==> src/rtl/ext_mode_pkg.sv <==
package ext_mode_pkg;
  parameter int ADDR_W     = 14;
  parameter int NUM_BANKS  = 4;
  parameter int CODE_W     = 3;
  parameter int WRITE_CYC  = 2;
  localparam int CNT_W     = $clog2(WRITE_CYC + 1);
  localparam logic [1:0] EXT_BANK_SEL = 2'b10;
  localparam logic [CODE_W-1:0] MAX_REF_CODE = 3'd2;

  typedef struct packed {
    logic capture;
    logic illegal;
    logic reservedBits;
    logic badRefresh;
    logic collide;
  } emr_strobes_t;
endpackage

==> src/rtl/emr_ctrl.sv <==
module emr_ctrl
  import ext_mode_pkg::*;
(
  input  logic                 clk,
  input  logic                 rstN,
  input  logic                 csN,
  input  logic                 rasN,
  input  logic                 casN,
  input  logic                 weN,
  input  logic                 cke,
  input  logic [1:0]           bankAddr,
  input  logic [ADDR_W-1:0]    addr,
  input  logic [NUM_BANKS-1:0] bankIdle,
  output emr_strobes_t         strobes,
  output logic                 busy
);
  logic             ckePrev;
  logic [CNT_W-1:0] busyCnt;
  logic             cmdActive, isExtWrite, rsvHit, badRef, precondOk;

  always_comb begin
    cmdActive  = !csN && !(rasN && casN && weN);
    isExtWrite = !csN && !rasN && !casN && !weN && (bankAddr == EXT_BANK_SEL);
    rsvHit     = |{addr[ADDR_W-1:8], addr[4:3]};
    badRef     = addr[CODE_W-1:0] > MAX_REF_CODE;
    precondOk  = (&bankIdle) && cke && ckePrev;
    strobes.collide      = cmdActive && busy;
    strobes.illegal      = isExtWrite && !precondOk;
    strobes.reservedBits = isExtWrite && rsvHit;
    strobes.badRefresh   = isExtWrite && badRef;
    strobes.capture      = isExtWrite && !busy && precondOk && !rsvHit && !badRef;
  end

  assign busy = (busyCnt != '0);

  always_ff @(posedge clk or negedge rstN) begin
    if (!rstN) begin
      ckePrev <= 1'b0;
      busyCnt <= '0;
    end else begin
      ckePrev <= cke;
      if (strobes.capture)  busyCnt <= CNT_W'(WRITE_CYC);
      else if (busy)        busyCnt <= busyCnt - 1'b1;
    end
  end

  a_r5_busy_after_capture: assert property (@(posedge clk) disable iff (!rstN)
    strobes.capture |=> busy);
  a_r3_cke_needs_history: assert property (@(posedge clk) disable iff (!rstN)
    (isExtWrite && !$past(cke)) |-> !strobes.capture);
endmodule

==> src/rtl/emr_datapath.sv <==
module emr_datapath
  import ext_mode_pkg::*;
(
  input  logic                clk,
  input  logic                rstN,
  input  emr_strobes_t        strobes,
  input  logic [ADDR_W-1:0]   addr,
  output logic [CODE_W-1:0]   refreshCode,
  output logic [CODE_W-1:0]   driveCode,
  output logic [2:0]          areaQuarters,
  output logic [3:0]          driveEighths,
  output logic                errIllegal,
  output logic                errReserved,
  output logic                errRefCode,
  output logic                errCollide
);
  always_ff @(posedge clk or negedge rstN) begin
    if (!rstN) begin
      refreshCode <= '0;
      driveCode   <= '0;
      errIllegal  <= 1'b0;
      errReserved <= 1'b0;
      errRefCode  <= 1'b0;
      errCollide  <= 1'b0;
    end else begin
      if (strobes.capture) begin
        refreshCode <= addr[CODE_W-1:0];
        driveCode   <= addr[7:5];
      end
      errIllegal  <= strobes.illegal;
      errReserved <= strobes.reservedBits;
      errRefCode  <= strobes.badRefresh;
      errCollide  <= strobes.collide;
    end
  end

  always_comb begin
    case (refreshCode)
      3'd1:    areaQuarters = 3'd2;
      3'd2:    areaQuarters = 3'd1;
      default: areaQuarters = 3'd4;
    endcase
  end

  always_comb begin
    if (!driveCode[2]) driveEighths = 4'd8 >> driveCode[1:0];
    else begin
      case (driveCode[1:0])
        2'd0:    driveEighths = 4'd6;
        2'd1:    driveEighths = 4'd3;
        2'd2:    driveEighths = 4'd5;
        default: driveEighths = 4'd7;
      endcase
    end
  end

  a_r1_fields_captured: assert property (@(posedge clk) disable iff (!rstN)
    strobes.capture |=> (refreshCode == $past(addr[2:0])) && (driveCode == $past(addr[7:5])));
  a_r2_hold_when_rejected: assert property (@(posedge clk) disable iff (!rstN)
    !strobes.capture |=> $stable(refreshCode) && $stable(driveCode));
  a_r7_no_reserved_stored: assert property (@(posedge clk) disable iff (!rstN)
    refreshCode <= MAX_REF_CODE);
  a_r8_area_single_bit: assert property (@(posedge clk) disable iff (!rstN)
    $countones(areaQuarters) == 1);
endmodule

==> src/rtl/ext_mode_reg.sv <==
module ext_mode_reg
  import ext_mode_pkg::*;
(
  input  logic                 clk,
  input  logic                 rstN,
  input  logic                 csN,
  input  logic                 rasN,
  input  logic                 casN,
  input  logic                 weN,
  input  logic                 cke,
  input  logic [1:0]           bankAddr,
  input  logic [ADDR_W-1:0]    addr,
  input  logic [NUM_BANKS-1:0] bankIdle,
  output logic [CODE_W-1:0]    refreshCode,
  output logic [CODE_W-1:0]    driveCode,
  output logic [2:0]           areaQuarters,
  output logic [3:0]           driveEighths,
  output logic                 busy,
  output logic                 errIllegal,
  output logic                 errReserved,
  output logic                 errRefCode,
  output logic                 errCollide
);
  emr_strobes_t strobes;

  emr_ctrl ctrl_i (
    .clk(clk), .rstN(rstN), .csN(csN), .rasN(rasN), .casN(casN), .weN(weN),
    .cke(cke), .bankAddr(bankAddr), .addr(addr), .bankIdle(bankIdle),
    .strobes(strobes), .busy(busy)
  );

  emr_datapath dp_i (
    .clk(clk), .rstN(rstN), .strobes(strobes), .addr(addr),
    .refreshCode(refreshCode), .driveCode(driveCode),
    .areaQuarters(areaQuarters), .driveEighths(driveEighths),
    .errIllegal(errIllegal), .errReserved(errReserved),
    .errRefCode(errRefCode), .errCollide(errCollide)
  );

  a_r12_deselect_quiet: assert property (@(posedge clk) disable iff (!rstN)
    csN |=> !(errIllegal || errReserved || errRefCode || errCollide)
            && $stable(refreshCode) && $stable(driveCode));
endmodule

==> config.mk <==
export PLATFORM = sky130hd
export DESIGN_NAME = ext_mode_reg
export DESIGN_NICKNAME = d
export VERILOG_FILES = /design/src/rtl/ext_mode_pkg.sv /design/src/rtl/emr_ctrl.sv /design/src/rtl/emr_datapath.sv /design/src/rtl/ext_mode_reg.sv
export SDC_FILE = /design/constraint.sdc
export NUM_CORES = 1
export LEC_CHECK = 0
export ABC_AREA = 1
export ABC_CLOCK_PERIOD_IN_PS = 1340
export BUFFER_PORTS_ARGS = -buffer_cell sky130_fd_sc_hd__buf_2
export CAP_MARGIN = 20
export CORE_UTILIZATION = 36
export DETAILED_ROUTE_END_ITERATION = 10
export GPL_ROUTABILITY_DRIVEN = 0
export PLACE_DENSITY = 0.73
export SYNTH_ARGS = -nofsm -noshare
export SYNTH_HDL_FRONTEND = slang
export SYNTH_HIERARCHICAL = 1
export SYNTH_SLANG_ARGS = --single-unit
==> constraint.sdc <==
create_clock -name clk -period 1.34 [get_ports clk]
set_input_delay 0.134 -clock clk [delete_from_list [all_inputs] [get_ports clk]]
set_output_delay 0.134 -clock clk [all_outputs]
set_load 0.05 [all_outputs]
Word-level counts from Yosys, hierarchy flattened
Cells that the tools add are included.
{ "word_totals": {"ff_bits": 13, "input_bits": 27, "out_inout_bits": 18, "elab_cells": 52} }
{ "op_classes": {"addsub": 1, "n_lt_le_gt_ge": 1, "n_eq_ne": 5, "shift": 1, "mux": 5, "n_reduce_logical": 31} }
{ "op_table": {"columns": ["op", "count"], "rows": [
  ["$logic_and 1x1->1", 17],
  ["$logic_not 1->1", 9],
  ["$pmux 3 s3", 1],
  ["$reduce_or 8->1", 1],
  ["$pmux 3 s2", 1],
  ["$eq 2x2->1 const B", 2],
  ["$mux 2", 2],
  ["$mux 4", 1],
  ["$reduce_and 4->1", 1],
  ["$reduce_bool 2->1", 2],
  ["$shr 4x2->4 const A", 1],
  ["$eq 3x1->1 const B", 1],
  ["$eq 3x2->1 const B", 1],
  ["$gt 3x2->1 const B", 1],
  ["$eq 2x1->1 const B", 1],
  ["$logic_not 2->1", 1],
  ["$sub 2x1->2 const B", 1]
]} }

Longest topological paths before layout
Gate-level depths: netlist of the first run.
{ "depth": {"depth_word": 10, "ltp_mapped": 9, "depth_no_buf": 8} }

Modules after synthesis
The synthesis of the first run kept the hierarchy.
{ "by_module_without_submodules": {"columns": ["mod", "instances", "cells_each", "area_per_inst_um2", "seq_area_each_um2"], "rows": [
  ["emr_datapath", 1, 45, 425.4, 250.2],
  ["emr_ctrl", 1, 46, 266.5, 75.1]
]} }

Worst setup path after synthesis of the first run
No wires, ideal clock.
{ "synth_path": {"path_kind": "register to output", "startpoint": "register dp_i.driveCode[1]", "endpoint": "output port driveEighths[3]", "arrival_time_ps": 1769, "required_time_ps": 1206, "path_slack_ps": -563, "stages_incl_launch_ff": 2, "n_path_buf": 0, "path_cell_list": "dfrtp_1 > nor3_1"} }
{ "synth_between": {"elab_chain_len": 2} }
{ "synth_lines": {"columns": ["item", "line", "text"], "rows": [
  ["from (decl)", "emr_datapath.sv:9", "output logic [CODE_W-1:0] driveCode,"],
  ["from (signal assigned)", "emr_datapath.sv:28", "driveCode <= addr[7:5];"],
  ["$shr 4x2->4", "emr_datapath.sv:46", "if (!driveCode[2]) driveEighths = 4'd8 >> driveCode[1:0];"],
  ["$mux 4", "emr_datapath.sv:46", null],
  ["to (decl)", "ext_mode_reg.sv:17", "output logic [3:0] driveEighths,"]
]} }
No other way between the ends.

==> results of run 1 <==
[worst reg2reg max path, stage by stage, from the launching register on]
cell and delay (ns):
sky130_fd_sc_hd__dfrtp_1 0.41, sky130_fd_sc_hd__inv_2 0.07, sky130_fd_sc_hd__ha_4 0.15, sky130_fd_sc_hd__inv_4 0.05
sky130_fd_sc_hd__nor2_4 0.07, sky130_fd_sc_hd__nand2_2 0.08, sky130_fd_sc_hd__nor2_4 0.22, sky130_fd_sc_hd__clkbuf_16 0.19
sky130_fd_sc_hd__o21ai_2 0.05
[metrics by stage]
| step | util | worst slack [ns] | instance area [um^2] | total power [mW] |
|---|---|---|---|---|
| after floorplan | - | 0.000479 | 728 | 0.744 |
| after global placement | 0.560 | 0.0248 | 988 | 0.842 |
| after detailed placement | 0.560 | -0.0133 | 988 | 0.861 |
| after CTS | 0.595 | -0.00254 | 1050 | 1.13 |
| after global routing | 0.638 | -0.116 | 1120 | 1.26 |
| final | 0.638 | -0.0485 | 1120 | 1.18 |
[state kept, by name, indices dropped and copies added, names as in the netlist]
| name | cells |
|---|---|
| dp_i/driveCode | 3 |
| dp_i/errIllegal | 1 |
| dp_i/refreshCode | 3 |
| dp_i/errCollide | 1 |
| dp_i/errRefCode | 1 |
| ctrl_i/ckePrev | 1 |
| dp_i/errReserved | 1 |
| ctrl_i/busyCnt | 2 |
[layout make-up]
cell class,count,area share
clock buffers,4,0.0234
inverters,18,0.0623
multi-input cells,59,0.290
flip-flops and latches,13,0.294
well taps,25,0.0278
repair buffers,52,0.303
[placed cells by master (no fill, tap or decap), types with 4 or more instances in the layout]
cell type,netlist,routed
sky130_fd_sc_hd__inv_2,3,7
sky130_fd_sc_hd__nand2_1,23,22
sky130_fd_sc_hd__nand3_1,5,5
sky130_fd_sc_hd__nor2_1,13,12
sky130_fd_sc_hd__buf_4,0,6
sky130_fd_sc_hd__inv_1,15,10
sky130_fd_sc_hd__dfrtp_1,13,9
sky130_fd_sc_hd__clkbuf_4,0,6
sky130_fd_sc_hd__dfrtp_2,0,4
sky130_fd_sc_hd__o21ai_1,3,4
sky130_fd_sc_hd__buf_2,0,37
sky130_fd_sc_hd__o21ai_2,5,5
[worst max-delay path by stage]
stage                                      to  slack [ns]  depth (start not counted)
final                     dp_i/refreshCode[1]       -0.05                          8
after global routing        dp_i/driveCode[2]       -0.12                          8
after CTS                   dp_i/driveCode[1]      -0.003                          9
after detailed placement  dp_i/refreshCode[0]       -0.01                          9
after global placement    dp_i/refreshCode[1]        0.02                          9
after floorplan               areaQuarters[2]      0.0005                          4
[where the power goes]
part	switching (mW)	internal, mW
combinational	0.274	0.210
sequential	0.0268	0.437
clock	0.122	0.115
total	0.423	0.761
[routing by layer]
layer	wire length [um]	part of all wire	up-vias
li1	-	-	387
met1	700	0.42	337
met2	894	0.53	32
met3	89	0.053	0
met4	0	0	0
met5	0	0	-
[cells by family after synthesis]
| group | synth area share |
|---|---|
| compound gates | 0.114 |
| simple gates | 0.271 |
| flops | 0.470 |
| buf+inv | 0.114 |
| xor+xnor | 0.0127 |
| fa+ha+maj | 0.0181 |
[what timing repair did]
item                                    4_1_cts  5_1_grt
hold buffers                                  2        0
resized for setup                             4       15
buffers inserted                              1        3
cloned                                        0        1
endpoints found under the setup margin        9       13
hold endpoints to repair                     14        0
pin swaps                                     0        8
==> results.txt, run 1 <==
* Worst Hold Endpoint: dp_i/driveCode[1]
- The min-delay analysis places its worst path in the category in -> reg.
- Final-report hold violation count: 0
- The worst hold path was traced through 3 stages.
- Total via count in the routed design: 756
- Entering global routing, the biggest net connects 14 pins.
- After detailed routing, the number of remaining DRC violations is 0.
- Routed wire length per instance: 9.85 um
- The smallest clock period supported by the final layout is computed as 1.39 ns.
- Cell variety after synth: 16
- Setup repair after global routing missed its margin: yes
* Number of cell instances on the worst register-to-register path: 8
- Total of flip-flops plus latches after synthesis: 13
- The number of nets handed over by synthesis was 119.
- The first TritonRoute pass finished after 5 iterations.
- Number of buffers inserted during clock tree synthesis: 3
* Max-Slew Margin vs Limit: 0.809
- The count of nets left with antenna violations once routing finished came out at 0.
* Starting density of the core: 0.392
- Sequential area share after synthesis: 0.470
- Leakage: 0.618 nW
- The number of global-route vias before repair was 676.
* Cell breakdown of the critical path: inv_2 -> ha_4 -> inv_4 -> nor2_4 -> nand2_2 -> nor2_4 -> clkbuf_16 -> o21ai_2
* Area growth from synthesis to layout: 62.6%
- Synthesis produced 91 cells.
- Worst-Skew Late Latency: 0.27 ns
- Cell occurring most often along the worst timing path: sky130_fd_sc_hd__nor2_4
* Footprint of the flip-flops and latches: 330 um^2
- For this run, the leading register cell type out of synthesis is sky130_fd_sc_hd__dfrtp_1.
- The net count of the finished layout is 175.
- Global-route wire length before repair: 2530 um
- Portion of synthesized cell area occupied by the leading cell type: 0.470
* Worst setup EP type: register
- For met1 alone, demand over resource in global routing was 0.185.
* Fill cell instance count of the final layout: 151
* Total grt overflow: 0
* Post-synthesis area per instance: 7.60 um^2
* Largest voltage drop on the vdd net: 0.000795 V
- Number of antenna diodes: 0
- For met2 alone, demand over resource in global routing was 0.324.
* Crit Reg-Reg Startpoint: ctrl_i/busyCnt[1]
- Detailed placement ended at an HPWL of 1290 um.
- Row generation in the floorplan step produced 15 rows.
- The worst setup path is launched from a register.
- Yosys attributes the largest share of cell area to sky130_fd_sc_hd__dfrtp_1 47%, sky130_fd_sc_hd__nand2_1 12%, sky130_fd_sc_hd__inv_1 8.1%.
- The initial antenna violation count came to 0.
- In this run the worst setup path begins at ctrl_i/busyCnt[1].
- Of all nets on the critical path, the largest fanout is 5.
- Crit Reg-Reg Endpoint: dp_i/refreshCode[1]
* Max-capacitance violation count: 0
- The clock passes through at most 2 buffers.
* Setup violations, final: 5
- Global-route layer with the greatest usage: met2
- The multi-input combinational cells in the finished layout cover a total of 327 um^2.
- Leaving out filler cells and counting taps, the final layout contains 171.
- At the worst endpoint, the required time is 1.50 ns.
- In this run, the number of DRC markers left after iteration 0 of detailed routing was 5.
- Cell with the most instances after synthesis: sky130_fd_sc_hd__nand2_1
- Final routed wirelength across all metal layers: 1680 um
- Source of the worst hold timing path: addr[6]
- At the pin with the least slew margin, the transition time is 0.286 ns.
* Kind of cell adding the most delay to the critical path: flip-flops
* Area enclosed by the die boundary: 0.00210 mm^2
- Failing checks: setup timing
- Power Dens Cells: 1050 mW/mm^2
- 45 I/O pins were placed.
* Number of warnings reported in the yosys synthesis log: 6
* Overall die height: 45.8 um
- Number of flops mapped to enable cells by yosys: 0
- H-tree levels: 1
* Sum of buffers and inverters on the critical path: 3
- List of most frequent post-synthesis cells: 23 x sky130_fd_sc_hd__nand2_1, 15 x sky130_fd_sc_hd__inv_1, 13 x sky130_fd_sc_hd__dfrtp_1, 13 x sky130_fd_sc_hd__nor2_1
- Internal reg-to-reg setup slack: -0.05 ns
- The slowest stage of the critical path belongs to the cell sky130_fd_sc_hd__dfrtp_1.
- Final worst slack: -0.0485 ns
* Kind of critical path: reg -> reg
- TritonCTS built the clock tree.
* Dominant cell type by area after synthesis: sky130_fd_sc_hd__dfrtp_1
* Fraction of final layout cells with drive strength greater than 1: 0.527
* Total global-route track usage: 0.168
* Maximum operating frequency: 720 MHz
* Area of the core: 0.00176 mm^2
- Clock skew on the completed layout was measured at 0.000689 ns.
* Fraction of registers with async set or reset after synthesis: 1.00
* Signal arrival time at the worst endpoint: 1.55 ns
- Total negative setup slack: -0.226 ns
- On the worst path, the slowest cell contributes a delay of 0.41 ns.
- The flow ran to the end, but the final reports show violations.
* Root Driver: sky130_fd_sc_hd__clkbuf_4
* Clock slew at the register clock pins of the worst setup and hold paths: 0.08 ns
- The tightest hold path in the finished design has a slack of 0.0742 ns.
- Synthesized area: 692 um^2
- Number of sinks handled by clock tree synthesis: 13
- Horizontal die dimension: 45.8 um
- Once placement completed, the tool counted placed cells totaling 160.
- Final number of max-transition violations: 0
- Of the available clock period, the critical path in the final layout requires 1.04.
* Routed vias/inst: 4.42
- M3 GR Usage: 0.0238
- IO buf count: 44
(Power assumes the default switching activity.)
==> run 2: changes to the inputs <==
--- a/config.mk
+++ b/config.mk
@@ -6,7 +6,7 @@
 export NUM_CORES = 1
 export LEC_CHECK = 0
 export ABC_AREA = 1
-export ABC_CLOCK_PERIOD_IN_PS = 1340
+export ABC_CLOCK_PERIOD_IN_PS = 1200
 export BUFFER_PORTS_ARGS = -buffer_cell sky130_fd_sc_hd__buf_2
 export CAP_MARGIN = 20
 export CORE_UTILIZATION = 36
==> constraint.sdc (replaced) <==
create_clock -name clk -period 1.2 [get_ports clk]
set_input_delay 0.12 -clock clk [delete_from_list [all_inputs] [get_ports clk]]
set_output_delay 0.12 -clock clk [all_outputs]
set_load 0.05 [all_outputs]
==> run 2 against run 1 <==
  * The flow still finishes with violations (setup timing)
  * Sequential share of layout area shrank 4.4 points
  * Non-clock buffer count increased by 14
  * Clock skew grew 0.00087 ns
  * Wire length up 29%
  * Core utilization grew 12 points
  * Sequential power increased by 10%
  * Setup slack worse by 0.081 ns
  * Final cell count is 8.2% higher
  * Combinational power is 29% higher
  * Largest cell class unchanged
  * Highest routed layer is now met4
==> results.txt, run 2 (synthesis gave the netlist of run 1 again) <==
* Fraction of final layout cells with drive strength greater than 1: 0.694 (+0.166)
* HP Class: in -> reg
* Worst EP required: 1.08 ns (-0.42 ns)
* Total via count in the routed design: 832 (+10%)
* Total negative setup slack: -1.15 ns (-0.926 ns)
- Max-Slew Margin vs Limit: 0.802 (-0.00672)
- Routed vias/inst: 4.50 (+1.7%)
- The slew of the pin with the lowest slew margin came to 0.296 ns (+0.0101 ns).
- Derived from the worst setup path, the maximum achievable clock frequency is 752 MHz.
- Final routed wirelength across all metal layers: 2170 um (+29%)
- Setup repair after global routing missed its margin: yes
- The first-pass GRT wire length was 3080 um (+22%).
- The overall die area was 0.00210 mm^2 (unchanged).
- The number of clock sinks was 13 (unchanged).
- The largest registers in the layout are dp_i/driveCode (3), dp_i/refreshCode (3), ctrl_i/busyCnt (2).
- The worst setup slack after layout was -0.129 ns (-0.0810 ns).
* Commonest cells after routing, fill and taps aside: 36 x sky130_fd_sc_hd__buf_2, 16 x sky130_fd_sc_hd__buf_4, 14 x sky130_fd_sc_hd__nand2_1
* Number of global-route vias before repair: 762 (+13%)
* Final number of max-transition violations: 0 (unchanged)
- The instance count along the most critical hold path was 3 (unchanged).
- Overall die height: 45.8 um (unchanged)
- Status: complete, but fails checks
* Power Dens Cells: 1050 mW/mm^2 (about the same)
* Crit path time final: 1.33 ns
- The first-iteration detailed-routing DRC count was 10 (+5).
- Clock Tree Buf Depth: 2 (unchanged)
- Worst setup EP type: output pin
- The detailed placer's ending HPWL is 1340 um (+3.9%).
* Most common cell after layout, fill and taps aside: sky130_fd_sc_hd__buf_2
- Total global-route track usage: 0.210 (+0.0412)
- Number of antenna violations at the first check in global routing: 0 (unchanged)
* Final Hold Slack: 0.0606 ns (-0.0136 ns)
* Number of antenna diodes: 0 (unchanged)
- Horizontal die dimension: 45.8 um (unchanged)
* H-tree levels: 1 (unchanged)
* Worst-Skew Late Latency: 0.27 ns (about the same)
- Kind of critical path: reg -> out
- The worst endpoint data arrival time is 1.21 ns (-0.34 ns).
* Critical Path Start Type: register
- Root Driver: sky130_fd_sc_hd__clkbuf_4
- Relative to the synthesized area, the layout overhead comes to 92.4%.
- Starting density of the core: 0.392 (unchanged)
- TritonCTS built the clock tree.
- # IOs: 45 (unchanged)
* Remaining design rule violation count: 0 (unchanged)
* Clock slew at the register clock pins of the worst setup and hold paths: 0.07 ns (about the same)
* Number of rows created at floorplan: 15 (unchanged)
- Final-report hold violation count: 0 (unchanged)
* IO buf count: 44 (unchanged)
- Number of cell instances on the worst register-to-register path: 9 (+1)
- Total Nets Final: 189 (+8.0%)
* Largest voltage drop on the vdd net: 0.000872 V (+9.6%)
- The largest fanout on the critical path came to 7 (+2).
- The core area came to 0.00176 mm^2 (unchanged).
- The worst-case setup slack after placement came to -0.0874 ns (-0.0741 ns).
- Leakage: 0.717 nW (+16%)
- The max capacitance violation total was 0 (unchanged).
- The maximum number of pins on one net before global-route repair was 14 (unchanged).
- Crit share post-route: 1.11
- Failing checks: setup timing
- Antenna viol nets, final: 0 (unchanged)
- The total CTS buffers is 3 (unchanged).
- Setup violations, final: 15 (+10)
- The detailed-router iteration count before antenna repair is 4 (-1).
- Post-route clock skew: 0.00156 ns (+0.000870 ns)
* Total grt overflow: 0 (unchanged)
* Routed wire length per instance: 11.7 um (+19%)
-- run 2: stage by stage --
stage	instance area (um^2)	instances	util	power, mW
after floorplan	753	91	-	0.861
after global placement	1040	165	0.589	1.02
after detailed placement	1040	165	0.589	1.03
after CTS	1230	179	0.696	1.39
after global routing	1330	185	0.755	1.50
final	1330	185	0.755	1.40
-- run 2: timing repair --
action / in CTS / in global routing
resized for setup: 29 / 18
buffers inserted: 8 / 6
endpoints found under the setup margin: 15 / 16
hold buffers: 2 / 0
pin swaps: 6 / 9
hold endpoints to repair: 14 / 0
-- run 2: critical path, stage by stage, from the launching register on --
cell and delay [ns]:
sky130_fd_sc_hd__dfrtp_2 0.48, sky130_fd_sc_hd__inv_2 0.10, sky130_fd_sc_hd__nand3_1 0.11, sky130_fd_sc_hd__nand2_2 0.11, sky130_fd_sc_hd__buf_8 0.15
-- run 2: area by class of cell --
type,count,area (um^2)
Clock buffer,4,26.3
Fill cell,137,433
Inverter,18,77.6
Multi-Input combinational cell,59,385
Sequential cell,13,333
Tap cell,25,31.3
Timing Repair Buffer,66,478
-- run 2: path summary, 6_finish.rpt --
path	to	slack, ns	startpoint
setup / recovery	driveEighths[1]	-0.13	dp_i/driveCode[0]
hold / removal	dp_i/driveCode[0]	0.06	addr[5]
setup reg to reg	dp_i/refreshCode[1]	-0.11	ctrl_i/busyCnt[1]
hold reg to reg	ctrl_i/busyCnt[1]	0.60	ctrl_i/busyCnt[1]
max in group asynchronous	dp_i/driveCode[0]	0.66	rstN
min in group asynchronous	dp_i/refreshCode[2]	0.29	rstN
-- run 2: power by group --
group          internal [mW]  switching [mW]  total, mW  leakage, nW
Clock                  0.129           0.135      0.263       0.0150
Combinational          0.294           0.331      0.625        0.562
Sequential             0.488          0.0247      0.512        0.140
-- run 2: metal layers --
| layer | track usage | routed length [um] | up-vias |
|---|---|---|---|
| met5 | 0 | 0 | - |
| met4 | 0.141 | 66 | 0 |
| met3 | 0.0357 | 92 | 6 |
| met2 | 0.372 | 1260 | 33 |
| met1 | 0.222 | 748 | 375 |
| li1 | - | - | 418 |
==> run 3: changes to the inputs <==
--- a/config.mk
+++ b/config.mk
@@ -9,10 +9,11 @@
 export ABC_CLOCK_PERIOD_IN_PS = 1200
 export BUFFER_PORTS_ARGS = -buffer_cell sky130_fd_sc_hd__buf_2
 export CAP_MARGIN = 20
-export CORE_UTILIZATION = 36
+export CORE_UTILIZATION = 38
+export CTS_BUF_LIST = sky130_fd_sc_hd__clkbuf_2
 export DETAILED_ROUTE_END_ITERATION = 10
 export GPL_ROUTABILITY_DRIVEN = 0
-export PLACE_DENSITY = 0.73
+export PLACE_DENSITY = 0.76
 export SYNTH_ARGS = -nofsm -noshare
 export SYNTH_HDL_FRONTEND = slang
 export SYNTH_HIERARCHICAL = 1
==> run 3 against run 2 <==
  * The run still ends with setup timing left
  * Flip-flop and latch count is the same
  * Non-clock buffer count is 3 lower
  * Count of clock-buffer cells in the layout is the same
  * Clock skew grew 0.0086 ns
  * Design area is 0.28% lower
==> results.txt, run 3 (synthesis gave the netlist of run 1 again) <==
- The flow ran to the end, but the final reports show violations.
* Failing checks: setup timing
- Final number of max-transition violations: 0 (unchanged)
- The largest fanout on the critical path came to 6 (-1).
- The clock slew seen by the registers of the worst setup and hold paths came to 0.13 ns (+0.06 ns).
- The detailed-router iteration count before antenna repair is 4 (unchanged).
* Remaining design rule violation count: 0 (unchanged)
- The aggregate global-route resource usage came to 0.209 (-0.000703).
* Worst-Skew Late Latency: 0.27 ns (about the same)
* Area after DPL: 0.00103 mm^2 (-0.96%)
* Kind of cell adding the most delay to the critical path: flip-flops
* Maximum operating frequency: 747 MHz (-0.67%)
- Cell breakdown of the critical path: inv_2 -> ha_4 -> inv_8 -> nor2_4 -> nand2_2 -> nor2_4 -> clkbuf_16 -> o21ai_2
* Number of buffers inserted during clock tree synthesis: 3 (unchanged)
- The first-pass GRT wire length was 2950 um (-4.0%).
* Regs by FF count: dp_i/driveCode (3), dp_i/refreshCode (3), ctrl_i/busyCnt (2)
- The setup path with the least slack is of type reg -> reg.
- The sum of routed wire length over all layers came to 2120 um (-2.5%).
- Worst EP required: 1.36 ns (+0.28 ns)
- Net Switching: 489 uW (-0.37%)
- The average vias per placed instance was 4.51 (+0.30%).
* Clock Tree Buf Depth: 2 (unchanged)
* Largest net degree at the start of global routing: 14 (unchanged)
- By instance count, the cell type seen most on the critical path is sky130_fd_sc_hd__nor2_4.
- Total via count in the routed design: 821 (-1.3%)
- Number of antenna diodes: 0 (unchanged)
- TritonCTS built the clock tree.
- The number of endpoints with negative hold slack in the final report was 0 (unchanged).
- Crit path time final: 1.34 ns (+0.00897 ns)
- The maximum clock skew at final layout came to 0.0102 ns (+0.00861 ns).
- The number of rows created at floorplan was 15 (unchanged).
- # IOs: 45 (unchanged)
* Number of violations reported at the end of detailed-routing iteration 0: 14 (+4)
- Area of the core: 0.00171 mm^2 (-3.2%)
- Number of antenna violations at the first check in global routing: 0 (unchanged)
- The detailed placer's ending HPWL came to 1270 um (-5.3%).
- The slew of the pin with the lowest slew margin was 0.295 ns (-0.00151 ns).
- Starting density of the core: 0.405 (+0.0129)
- The worst setup path is launched from a register.
- Leakage: 0.707 nW (-1.4%)
- Setup repair after global routing missed its margin: yes
* Total grt overflow: 0 (unchanged)
- Worst Setup Slack post-DPL: -0.0935 ns (-0.00611 ns)
- Horizontal die dimension: 44.7 um (-2.6%)
- Total Nets Final: 186 (-1.6%)
- The post-layout instance count excluding filler cells is 182 (-1.6%).
- Setup violations, final: 15 (unchanged)
- Number of global-route vias before repair: 737 (-3.3%)
* Power share of the clock group: 0.171 (-0.017)
- Max-Slew Margin vs Limit: 0.803 (+0.00101)
- The number of I/O port buffers came to 44 (unchanged).
- The buffer and inverter count on the worst path came to 3 (+1).
- The share of power burned in registers is 0.382 (+0.016).
* Combinational share of power: 0.447 (about the same)
- The worst stage delay on the critical path is 0.42 ns (-0.06 ns).
* Number of cells in the design after placement: 162 (-1.8%)
* Crit share post-route: 1.12 (+0.00748)
- Commonest cells after routing, fill and taps aside: 33 x sky130_fd_sc_hd__buf_2, 14 x sky130_fd_sc_hd__nand2_1, 13 x sky130_fd_sc_hd__buf_4
- The power per standard cell area is 1020 mW/mm^2 (-3.3%).
* Fraction of final layout cells with drive strength greater than 1: 0.688 (-0.00585)
- The internal power of the cells is 861 uW (-5.3%).
- The worst setup slack after layout came to -0.138 ns (-0.00897 ns).
- The worst endpoint data arrival time is 1.50 ns (+0.29 ns).
- For this design, the slowest cell found on the critical path is sky130_fd_sc_hd__dfrtp_1.
- Relative to the synthesized area, the layout overhead comes to 91.9%.
* H-tree levels: 1 (unchanged)
* HP Class: in -> reg
- Root Driver: sky130_fd_sc_hd__clkbuf_2
* Final design area excluding fillers: 0.00133 mm^2 (-0.28%)
- The antenna violation net count after detailed routing came to 0 (unchanged).
- Max-capacitance violation count: 0 (unchanged)
- The overall die area is 0.00200 mm^2 (-5.0%).
- Finished Core Util: 0.777 (+0.0227)
* Overall die height: 44.7 um (-2.6%)
- The switching part of the total was 0.362 (+0.0117).
- The worst setup path is captured at a register.
* Largest voltage drop on the vdd net: 0.000936 V (+7.3%)
* Routed wire length per instance: 11.6 um (-0.88%)
- Number of sinks handled by clock tree synthesis: 13 (unchanged)
- The library cell used most frequently in the layout, excluding fill and tap cells, is sky130_fd_sc_hd__buf_2.
-- run 3: path summary, 6_finish.rpt --
| kind | depth (start not counted) | endpoint | slack [ns] | startpoint |
|---|---|---|---|---|
| worst min register to register | 2 | ctrl_i/busyCnt[1] | 0.61 | ctrl_i/busyCnt[1] |
| min in group asynchronous | 2 | dp_i/driveCode[2] | 0.28 | rstN |
| worst max-delay path | 8 | dp_i/driveCode[1] | -0.14 | ctrl_i/busyCnt[0] |
| worst max register to register | 8 | dp_i/driveCode[1] | -0.14 | ctrl_i/busyCnt[0] |
| worst min-delay path | 3 | dp_i/driveCode[0] | 0.05 | addr[5] |
| max in group asynchronous | 2 | dp_i/refreshCode[1] | 0.67 | rstN |
-- run 3: power by group through the flow --
stage	Sequential (mW)	Combinational [mW]	Clock [mW]
6_report	0.515	0.604	0.231
5_1_grt	0.520	0.665	0.259
3_3_place_gp	0.522	0.494	0
3_5_place_dp	0.527	0.503	0
2_1_floorplan	0.556	0.305	0
4_1_cts	0.516	0.594	0.245
-- run 3: layer usage --
layer,part of all wire,wire (um),GRT usage
met4,0.013,27,0.109
met2,0.53,1120,0.379
met5,0,0,0
met3,0.058,122,0.0367
met1,0.40,843,0.229
-- run 3: final cells by class --
class                      instances  area, um^2
fill                             109         380
multi-input combinational         59         384
clock buffer                       4        20.0
tap                               25        31.3
inverter                          18        77.6
sequential                        13         333
timing repair buffer              63         482
-- run 3: worst register-to-register path, stage by stage, from the launching register on --
cell and delay (ns):
sky130_fd_sc_hd__dfrtp_1 0.42, sky130_fd_sc_hd__inv_2 0.07, sky130_fd_sc_hd__ha_4 0.15, sky130_fd_sc_hd__inv_8 0.04
sky130_fd_sc_hd__nor2_4 0.07, sky130_fd_sc_hd__nand2_2 0.07, sky130_fd_sc_hd__nor2_4 0.17, sky130_fd_sc_hd__clkbuf_16 0.18
sky130_fd_sc_hd__o21ai_2 0.06
-- run 3: through the flow --
step | total power, mW | setup TNS [ns] | hold WS, ns
finish | 1.35 | -1.51 | 0.0496
global route | 1.44 | -2.44 | 0.0295
CTS | 1.35 | -1.36 | 0.0306
detailed placement | 1.03 | -0.543 | 0.0233
global placement | 1.02 | -0.223 | 0.0205
floorplan | 0.861 | -0.609 | -0.176
-- run 3: repair_timing --
| item | 4_1_cts | 5_1_grt |
|---|---|---|
| resized for setup | 35 | 11 |
| hold buffers | 2 | 0 |
| hold endpoints to repair | 14 | 0 |
| pin swaps | 8 | 7 |
| setup endpoints to repair | 15 | 18 |
| buffers inserted | 8 | 5 |
| gates cloned | 0 | 1 |
